File: config.mk
export PLATFORM = sky130hd
export DESIGN_NAME = prio_irq_ctrl
export DESIGN_NICKNAME = d
export VERILOG_FILES = /design/src/rtl/irq_ctrl_pkg.sv /design/src/rtl/irq_regs.sv /design/src/rtl/irq_arbiter.sv /design/src/rtl/irq_latch.sv /design/src/rtl/prio_irq_ctrl.sv
export SDC_FILE = /design/constraint.sdc
export NUM_CORES = 2
export LEC_CHECK = 0
export CORE_ASPECT_RATIO = 0.75
export CORE_MARGIN = 10
export CORE_UTILIZATION = 30
export CTS_CLUSTER_SIZE = 25
export DETAILED_ROUTE_END_ITERATION = 8
export HOLD_SLACK_MARGIN = 0.03
export MAX_ROUTING_LAYER = met4
export PLACE_DENSITY_LB_ADDON = 0.05
export SYNTH_ARGS = -nofsm -noshare
export SYNTH_HDL_FRONTEND = slang
export SYNTH_HIERARCHICAL = 1
export SYNTH_SLANG_ARGS = --single-unit
File: constraint.sdc
create_clock -name clk -period 238.1 [get_ports clk]
set_input_delay 47.62 -clock clk [delete_from_list [all_inputs] [get_ports clk]]
set_output_delay 47.62 -clock clk [all_outputs]
set_load 0.03 [all_outputs]
File: src/rtl/irq_ctrl_pkg.sv
// Package: register map constants shared by the interrupt controller.
// Assumes word addressing on the register port.
package irq_ctrl_pkg;
    localparam int STATUS_ADDR = 0;    // active source and spurious flag
    localparam int CTRL_ADDR   = 1;    // bit 0 = acknowledge
    localparam int THR_ADDR    = 2;    // priority threshold
    localparam int MASK_BASE   = 4;    // first mask word
    localparam int PRIO_BASE   = 128;  // first per-source priority word
endpackage

File: src/rtl/irq_regs.sv
// Module: configuration storage (mask words, priorities, threshold) with
// the read mux for those registers. Assumes a single-cycle write strobe,
// NUM_SRC a multiple of DATA_W and the priority window fitting in ADDR_W.
module irq_regs
    import irq_ctrl_pkg::*;
#(
    parameter int NUM_SRC = 128,
    parameter int PRIO_W  = 6,
    parameter int ADDR_W  = 8,
    parameter int DATA_W  = 32,
    localparam int THR_W  = PRIO_W + 1,
    localparam int ID_W   = $clog2(NUM_SRC),
    localparam int MASK_WORDS = NUM_SRC / DATA_W
) (
    input  logic                                 clk,
    input  logic                                 rst_n,
    input  logic                                 wr_en_i,
    input  logic [ADDR_W-1:0]                    addr_i,
    input  logic [DATA_W-1:0]                    wdata_i,
    output logic [MASK_WORDS-1:0][DATA_W-1:0]    mask_o,
    output logic [NUM_SRC-1:0][PRIO_W-1:0]       prio_o,
    output logic [THR_W-1:0]                     thr_o,
    output logic [DATA_W-1:0]                    rdata_o
);
    localparam int MW_W = (MASK_WORDS > 1) ? $clog2(MASK_WORDS) : 1;
    localparam logic [ADDR_W-1:0] A_THR  = ADDR_W'(THR_ADDR);
    localparam logic [ADDR_W-1:0] A_MASK = ADDR_W'(MASK_BASE);
    localparam logic [ADDR_W-1:0] A_PRIO = ADDR_W'(PRIO_BASE);
    localparam logic [THR_W-1:0]  THR_OPEN = THR_W'(1 << PRIO_W);

    logic [ADDR_W-1:0] moff, poff;
    logic              in_mask, in_prio, is_thr;
    logic [MW_W-1:0]   midx;
    logic [ID_W-1:0]   pidx;

    // Decode the address into a register class and an index.
    always_comb begin
        moff    = addr_i - A_MASK;
        poff    = addr_i - A_PRIO;
        in_mask = (addr_i >= A_MASK) && (moff < ADDR_W'(MASK_WORDS));
        in_prio = (addr_i >= A_PRIO) && (poff < ADDR_W'(NUM_SRC));
        is_thr  = (addr_i == A_THR);
        midx    = moff[MW_W-1:0];
        pidx    = poff[ID_W-1:0];
    end

    // Mask words: reset to all-disabled, whole-word writes.
    always_ff @(posedge clk) begin
        if (!rst_n)
            mask_o <= '1;
        else if (wr_en_i && in_mask)
            mask_o[midx] <= wdata_i;
    end

    // Per-source priorities: reset to most urgent.
    always_ff @(posedge clk) begin
        if (!rst_n)
            prio_o <= '0;
        else if (wr_en_i && in_prio)
            prio_o[pidx] <= wdata_i[PRIO_W-1:0];
    end

    // Threshold: reset to a value every priority passes.
    always_ff @(posedge clk) begin
        if (!rst_n)
            thr_o <= THR_OPEN;
        else if (wr_en_i && is_thr)
            thr_o <= wdata_i[THR_W-1:0];
    end

    // Read mux for the configuration registers.
    always_comb begin
        rdata_o = '0;
        if (in_mask)
            rdata_o = mask_o[midx];
        else if (in_prio)
            rdata_o = DATA_W'(prio_o[pidx]);
        else if (is_thr)
            rdata_o = DATA_W'(thr_o);
    end

    AST_MASK_WRITE: assert property (@(posedge clk) disable iff (!rst_n)
        (wr_en_i && in_mask) |=> (mask_o[$past(midx)] == $past(wdata_i)));
    AST_THR_WRITE: assert property (@(posedge clk) disable iff (!rst_n)
        (wr_en_i && is_thr) |=> (thr_o == $past(wdata_i[THR_W-1:0])));
endmodule

File: src/rtl/irq_arbiter.sv
// Module: combinational eligibility and priority selection.
// Assumes priority 0 is most urgent; equal priorities resolve to the
// lowest source number. Threshold passes a source only when prio < thr.
module irq_arbiter #(
    parameter int NUM_SRC = 128,
    parameter int PRIO_W  = 6,
    localparam int THR_W  = PRIO_W + 1,
    localparam int ID_W   = $clog2(NUM_SRC)
) (
    input  logic [NUM_SRC-1:0]             req_i,
    input  logic [NUM_SRC-1:0]             mask_i,
    input  logic [NUM_SRC-1:0][PRIO_W-1:0] prio_i,
    input  logic [THR_W-1:0]               thr_i,
    output logic [NUM_SRC-1:0]             elig_o,
    output logic                           any_o,
    output logic [ID_W-1:0]                win_o
);
    // One eligibility term per source.
    for (genvar g = 0; g < NUM_SRC; g++) begin : g_elig
        assign elig_o[g] = req_i[g] & ~mask_i[g] & ({1'b0, prio_i[g]} < thr_i);
    end

    logic              found;
    logic [PRIO_W-1:0] best_p;
    logic [ID_W-1:0]   best_i;

    // Scan upward, replacing only on a strictly better priority.
    always_comb begin
        found  = 1'b0;
        best_p = '1;
        best_i = '0;
        for (int i = 0; i < NUM_SRC; i++) begin
            if (elig_o[i] && (!found || (prio_i[i] < best_p))) begin
                found  = 1'b1;
                best_p = prio_i[i];
                best_i = ID_W'(i);
            end
        end
    end

    assign any_o = found;
    assign win_o = best_i;
endmodule

File: src/rtl/irq_latch.sv
// Module: holds the winning source until acknowledge and tracks the
// spurious condition. Assumes cur_valid_i reflects the latched source's
// present eligibility and stat_rd_i pulses on a status read.
module irq_latch #(
    parameter int ID_W = 7
) (
    input  logic            clk,
    input  logic            rst_n,
    input  logic            any_i,
    input  logic [ID_W-1:0] win_i,
    input  logic            ack_i,
    input  logic            stat_rd_i,
    input  logic            cur_valid_i,
    output logic            busy_o,
    output logic [ID_W-1:0] id_o,
    output logic            spur_o
);
    logic spur_q, seen_q;

    // Latch, hold and release the active source; record invalidation.
    always_ff @(posedge clk) begin
        if (!rst_n) begin
            busy_o <= 1'b0;
            id_o   <= '0;
            spur_q <= 1'b0;
            seen_q <= 1'b0;
        end else if (ack_i) begin
            busy_o <= 1'b0;
            spur_q <= 1'b0;
            seen_q <= 1'b0;
        end else if (!busy_o) begin
            if (any_i) begin
                busy_o <= 1'b1;
                id_o   <= win_i;
            end
        end else begin
            if (!seen_q && !cur_valid_i)
                spur_q <= 1'b1;
            if (stat_rd_i)
                seen_q <= 1'b1;
        end
    end

    // Spurious when idle, when already flagged, or when invalid before a read.
    assign spur_o = !busy_o || spur_q || (!seen_q && !cur_valid_i);

    AST_ID_HOLD: assert property (@(posedge clk) disable iff (!rst_n)
        (busy_o && !ack_i) |=> (busy_o && $stable(id_o)));
    AST_ACK_RELEASE: assert property (@(posedge clk) disable iff (!rst_n)
        ack_i |=> !busy_o);
    AST_LATCH_ON_REQ: assert property (@(posedge clk) disable iff (!rst_n)
        (!busy_o && !ack_i && any_i) |=> busy_o);
    AST_NO_SPONTANEOUS: assert property (@(posedge clk) disable iff (!rst_n)
        (!busy_o && !any_i) |=> !busy_o);
    AST_SPUR_STICKY: assert property (@(posedge clk) disable iff (!rst_n)
        (busy_o && spur_q && !ack_i) |=> spur_o);
endmodule

File: src/rtl/prio_irq_ctrl.sv
// Module: top of the prioritized interrupt controller. Decodes the
// register port, ties storage, arbiter and latch together and forms the
// status word. Assumes a single-cycle register port with combinational
// read data and level-sensitive requests.
module prio_irq_ctrl
    import irq_ctrl_pkg::*;
#(
    parameter int NUM_SRC = 128,
    parameter int PRIO_W  = 6,
    parameter int ADDR_W  = 8,
    parameter int DATA_W  = 32
) (
    input  logic               clk,
    input  logic               rst_n,
    input  logic               bus_sel,
    input  logic               bus_wr,
    input  logic [ADDR_W-1:0]  bus_addr,
    input  logic [DATA_W-1:0]  bus_wdata,
    output logic [DATA_W-1:0]  bus_rdata,
    input  logic [NUM_SRC-1:0] irq_req,
    output logic               irq_out
);
    localparam int THR_W      = PRIO_W + 1;
    localparam int ID_W       = $clog2(NUM_SRC);
    localparam int MASK_WORDS = NUM_SRC / DATA_W;
    localparam logic [ADDR_W-1:0] A_STAT = ADDR_W'(STATUS_ADDR);
    localparam logic [ADDR_W-1:0] A_CTRL = ADDR_W'(CTRL_ADDR);

    logic [MASK_WORDS-1:0][DATA_W-1:0] mask_w;
    logic [NUM_SRC-1:0][PRIO_W-1:0]    prio;
    logic [THR_W-1:0]                  thr;
    logic [DATA_W-1:0]                 cfg_rdata;
    logic [NUM_SRC-1:0]                elig;
    logic                              any_elig, busy, spur;
    logic [ID_W-1:0]                   win, act_id;
    logic                              ack, stat_rd;

    // Bus strobes for acknowledge and status read.
    assign ack     = bus_sel & bus_wr & (bus_addr == A_CTRL) & bus_wdata[0];
    assign stat_rd = bus_sel & ~bus_wr & (bus_addr == A_STAT);

    irq_regs #(
        .NUM_SRC(NUM_SRC), .PRIO_W(PRIO_W), .ADDR_W(ADDR_W), .DATA_W(DATA_W)
    ) u_regs (
        .clk(clk), .rst_n(rst_n),
        .wr_en_i(bus_sel & bus_wr), .addr_i(bus_addr), .wdata_i(bus_wdata),
        .mask_o(mask_w), .prio_o(prio), .thr_o(thr), .rdata_o(cfg_rdata)
    );

    irq_arbiter #(
        .NUM_SRC(NUM_SRC), .PRIO_W(PRIO_W)
    ) u_arb (
        .req_i(irq_req), .mask_i(mask_w), .prio_i(prio), .thr_i(thr),
        .elig_o(elig), .any_o(any_elig), .win_o(win)
    );

    irq_latch #(
        .ID_W(ID_W)
    ) u_latch (
        .clk(clk), .rst_n(rst_n),
        .any_i(any_elig), .win_i(win), .ack_i(ack), .stat_rd_i(stat_rd),
        .cur_valid_i(elig[act_id]),
        .busy_o(busy), .id_o(act_id), .spur_o(spur)
    );

    // Status word and final read mux.
    always_comb begin
        if (bus_addr == A_STAT)
            bus_rdata = {{(DATA_W-ID_W){spur}}, busy ? act_id : ID_W'(0)};
        else
            bus_rdata = cfg_rdata;
    end

    assign irq_out = busy;

    AST_IRQ_HELD: assert property (@(posedge clk) disable iff (!rst_n)
        (irq_out && !ack) |=> irq_out);
endmodule

==> flow_summary.ini <==
[outcome]
status = complete, but fails checks
violations = max-capacitance violations, max-slew violations

[worst_setup_path]
crit_required_ps = 238830
path_common_cell = ha_4
crit_arrival_ps = 235430
critPathMaxFanout = 9
start_kind = input port
cp-end-kind = flop
slowest_stage = or4_4
crit_type = in -> reg
cpPeakStageDelay_ps = 540

[synthesis]
synth_area_leaders = dfxtp_1, ha_1, o21ai_0
async_reset_ff_frac = 0
synth_most_common_cell = nand2_1
syn_nets = 14109
synth.distinct_cells = 215
synth_cells = 12912
yosysWarnings = 6
ys_seq_area_frac = 0.180
synth_top_cell_area_share = 0.180
synth_area_leader_cell = dfxtp_1
synthTopCellsByCount = nand2_1, o21ai_0, ha_1
ys_ff_latch = 913
synth_area_per_cell_sq_um = 7.86
ys.flop_type = dfxtp_1
synth_area_sq_mm = 0.101
synth_edf_count = 0

[drt]
drt_iter0_drc = 10353
totalWireLength_microns = 568000
drc = 0
ant_nets = 0
via_count = 113199
routed_via_density = 5.74
wl_per_cell_microns = 28.8
first_pass_iters = 6

[cts]
insertion_delay_ps = 850
clkSinkCount = 913
numCtsBuffers = 118
htree_levels = 3
clockBufferDepth = 3
cts-root-buf = clkbuf_16
cts_tree = yes
clk_pin_slew_worst_paths_ps = 60

[sta]
setup_violations = 0
hold-worst-slack_ps = 461
rsz0062_at_grt = yes
slew_headroom = -0.0636
worst_pin_slew_ps = 1560
max_freq_ghz = 0.00426
min_period_ps = 234700
fin_skew_ps = 47.6
period_share = 0.986
finalMaxSlewViolations = 2
worst_slack_ps = 3400
finalHoldViolCount = 0

[placement]
io_buffers = 204
dp_slack_ps = -6690
gp_congestion = 0.957
placed_cell_area_sq_mm = 0.121
hpwlAfterDp_microns = 419000

[grt]
antenna_found_initial = 60
grt_pass1_vias = 105960
grt_max_degree = 189
grt_usage = 0.301
gr-total-overflow = 0
grt_pass1_wl_microns = 789000

[floorplan]
die_area_sq_mm = 0.362
dieWidth_microns = 691
die_y_microns = 524
coreArea_sq_mm = 0.336
ioPinCount = 205
start_util = 0.302
num_rows = 184

[cells_and_area]
drive_gt1_frac = 0.346
syn_to_final_growth_pct = 36.1
final_cell_area_sq_mm = 0.138
nNetsFinal = 16258

[pwr]
p_per_area_mw_per_mm2 = 3.34
finalPower_mw = 0.461
leakage_nw = 55.7
ir_drop_mv = 0.00628

[hold_path]
hold_class = reg -> reg

[run]
maxCapViolCount = 1
metrics by stage:
step	TNS, ps	instances	utilization
final	0	19709	0.411
after global routing	-37430	19692	0.411
after CTS	0	19246	0.380
after detailed placement	-46490	18869	0.361
after global placement	-17860	18869	0.361
after floorplan	0	12912	-
critical path: cells and delay by family:
family / cells / cell delay, ps
compound gates: 363 / 61520
fa+ha+maj: 91 / 24040
buf+inv: 61 / 7720
mux: 38 / 8640
simple gates: 209 / 32860
sequential cells by signal, summed over array words and instances (netlist names):
| signal | flops |
|---|---|
| u_latch/spur_q | 1 |
| u_regs/thr_o | 7 |
| u_latch/seen_q | 1 |
| u_regs/prio_o | 768 |
| u_regs/mask_o | 128 |
| u_latch/id_o | 7 |
| u_latch/busy_o | 1 |
routing by layer:
metal / up-vias / GRT usage / wire length (microns)
li1: 52186 / - / -
met1: 56309 / 0.411 / 263000
met2: 3968 / 0.451 / 246000
met3: 736 / 0.0337 / 33000
met4: 0 / 0.119 / 25700
met5: - / - / 0
final timing paths:
kind | slack, ps | from | cells past startpoint | end
worst max-delay path | 3400 | irq_req[0] | 762 | u_latch/id_o[0]$_SDFFE_PN0P_
worst min-delay path | 460 | u_latch/spur_q$_SDFFE_PP0P_ | 2 | u_latch/spur_q$_SDFFE_PP0P_
worst max register to register | 49210 | u_regs/thr_o[4]$_SDFFE_PN0P_ | 1063 | u_latch/id_o[0]$_SDFFE_PN0P_
worst min register to register | 460 | u_latch/spur_q$_SDFFE_PP0P_ | 2 | u_latch/spur_q$_SDFFE_PP0P_
cell usage in the layout, fill, tap and decap left out, types with 62 or more instances in the layout:
master              n
a211oi_1           69
a211oi_2           62
a21boi_0          745
a21o_1            201
a21oi_1           521
a21oi_2           167
a31oi_1            72
buf_4            2377
buf_6              95
clkbuf_16         119
clkdlybuf4s50_1   191
dfxtp_1           908
diode_2            84
ha_1              843
ha_4              137
inv_1             427
mux2i_1           255
mux4_2            226
nand2_1          1647
nand2_2           105
nand2b_1          245
nand3_1           320
nand4_1            67
nor2_1            698
nor2_2            105
nor2_4             78
nor2b_1           271
nor3_1            118
o211ai_1          106
o21ai_0          1161
o21ai_1           115
o21ai_2           148
o21ai_4            67
or2_2              73
cell families (layout without fill, tap and decap cells):
| group | count (synthesis) | after routing | synth area share |
|---|---|---|---|
| compound gates | 4583 | 4584 | 0.313 |
| simple gates | 4500 | 4501 | 0.219 |
| buf+inv | 1129 | 3376 | 0.0542 |
| fa+ha+maj | 1035 | 1035 | 0.127 |
| flops | 913 | 913 | 0.180 |
| mux | 667 | 667 | 0.0984 |
| xor+xnor | 85 | 85 | 0.00775 |
| other cells | 0 | 84 | 0 |
what timing repair did:
action                                  in CTS  in global routing
pin swaps                                  180                940
setup buffers                              156                387
endpoints found under the setup margin       7                  7
resized for setup                          339               1551
cloned                                       1                  1
hold buffers                                 0                  0
cell type report:
cell class	count	area (sq um)
diodes	84	210
clock buffers	156	3290
clock inverters	64	851
fillers	33774	198000
inverters	468	1830
multi-input cells	10872	86800
flip-flops and latches	913	18300
well taps	4464	5590
repair buffers	2688	21200
where the power goes:
part	internal, mW	switching [mW]	total (mW)
Clock	0.115	0.0875	0.202
Sequential	0.153	0.000529	0.153
Combinational	0.0478	0.0582	0.106
Note: power is estimated with default switching activity, not from simulation.
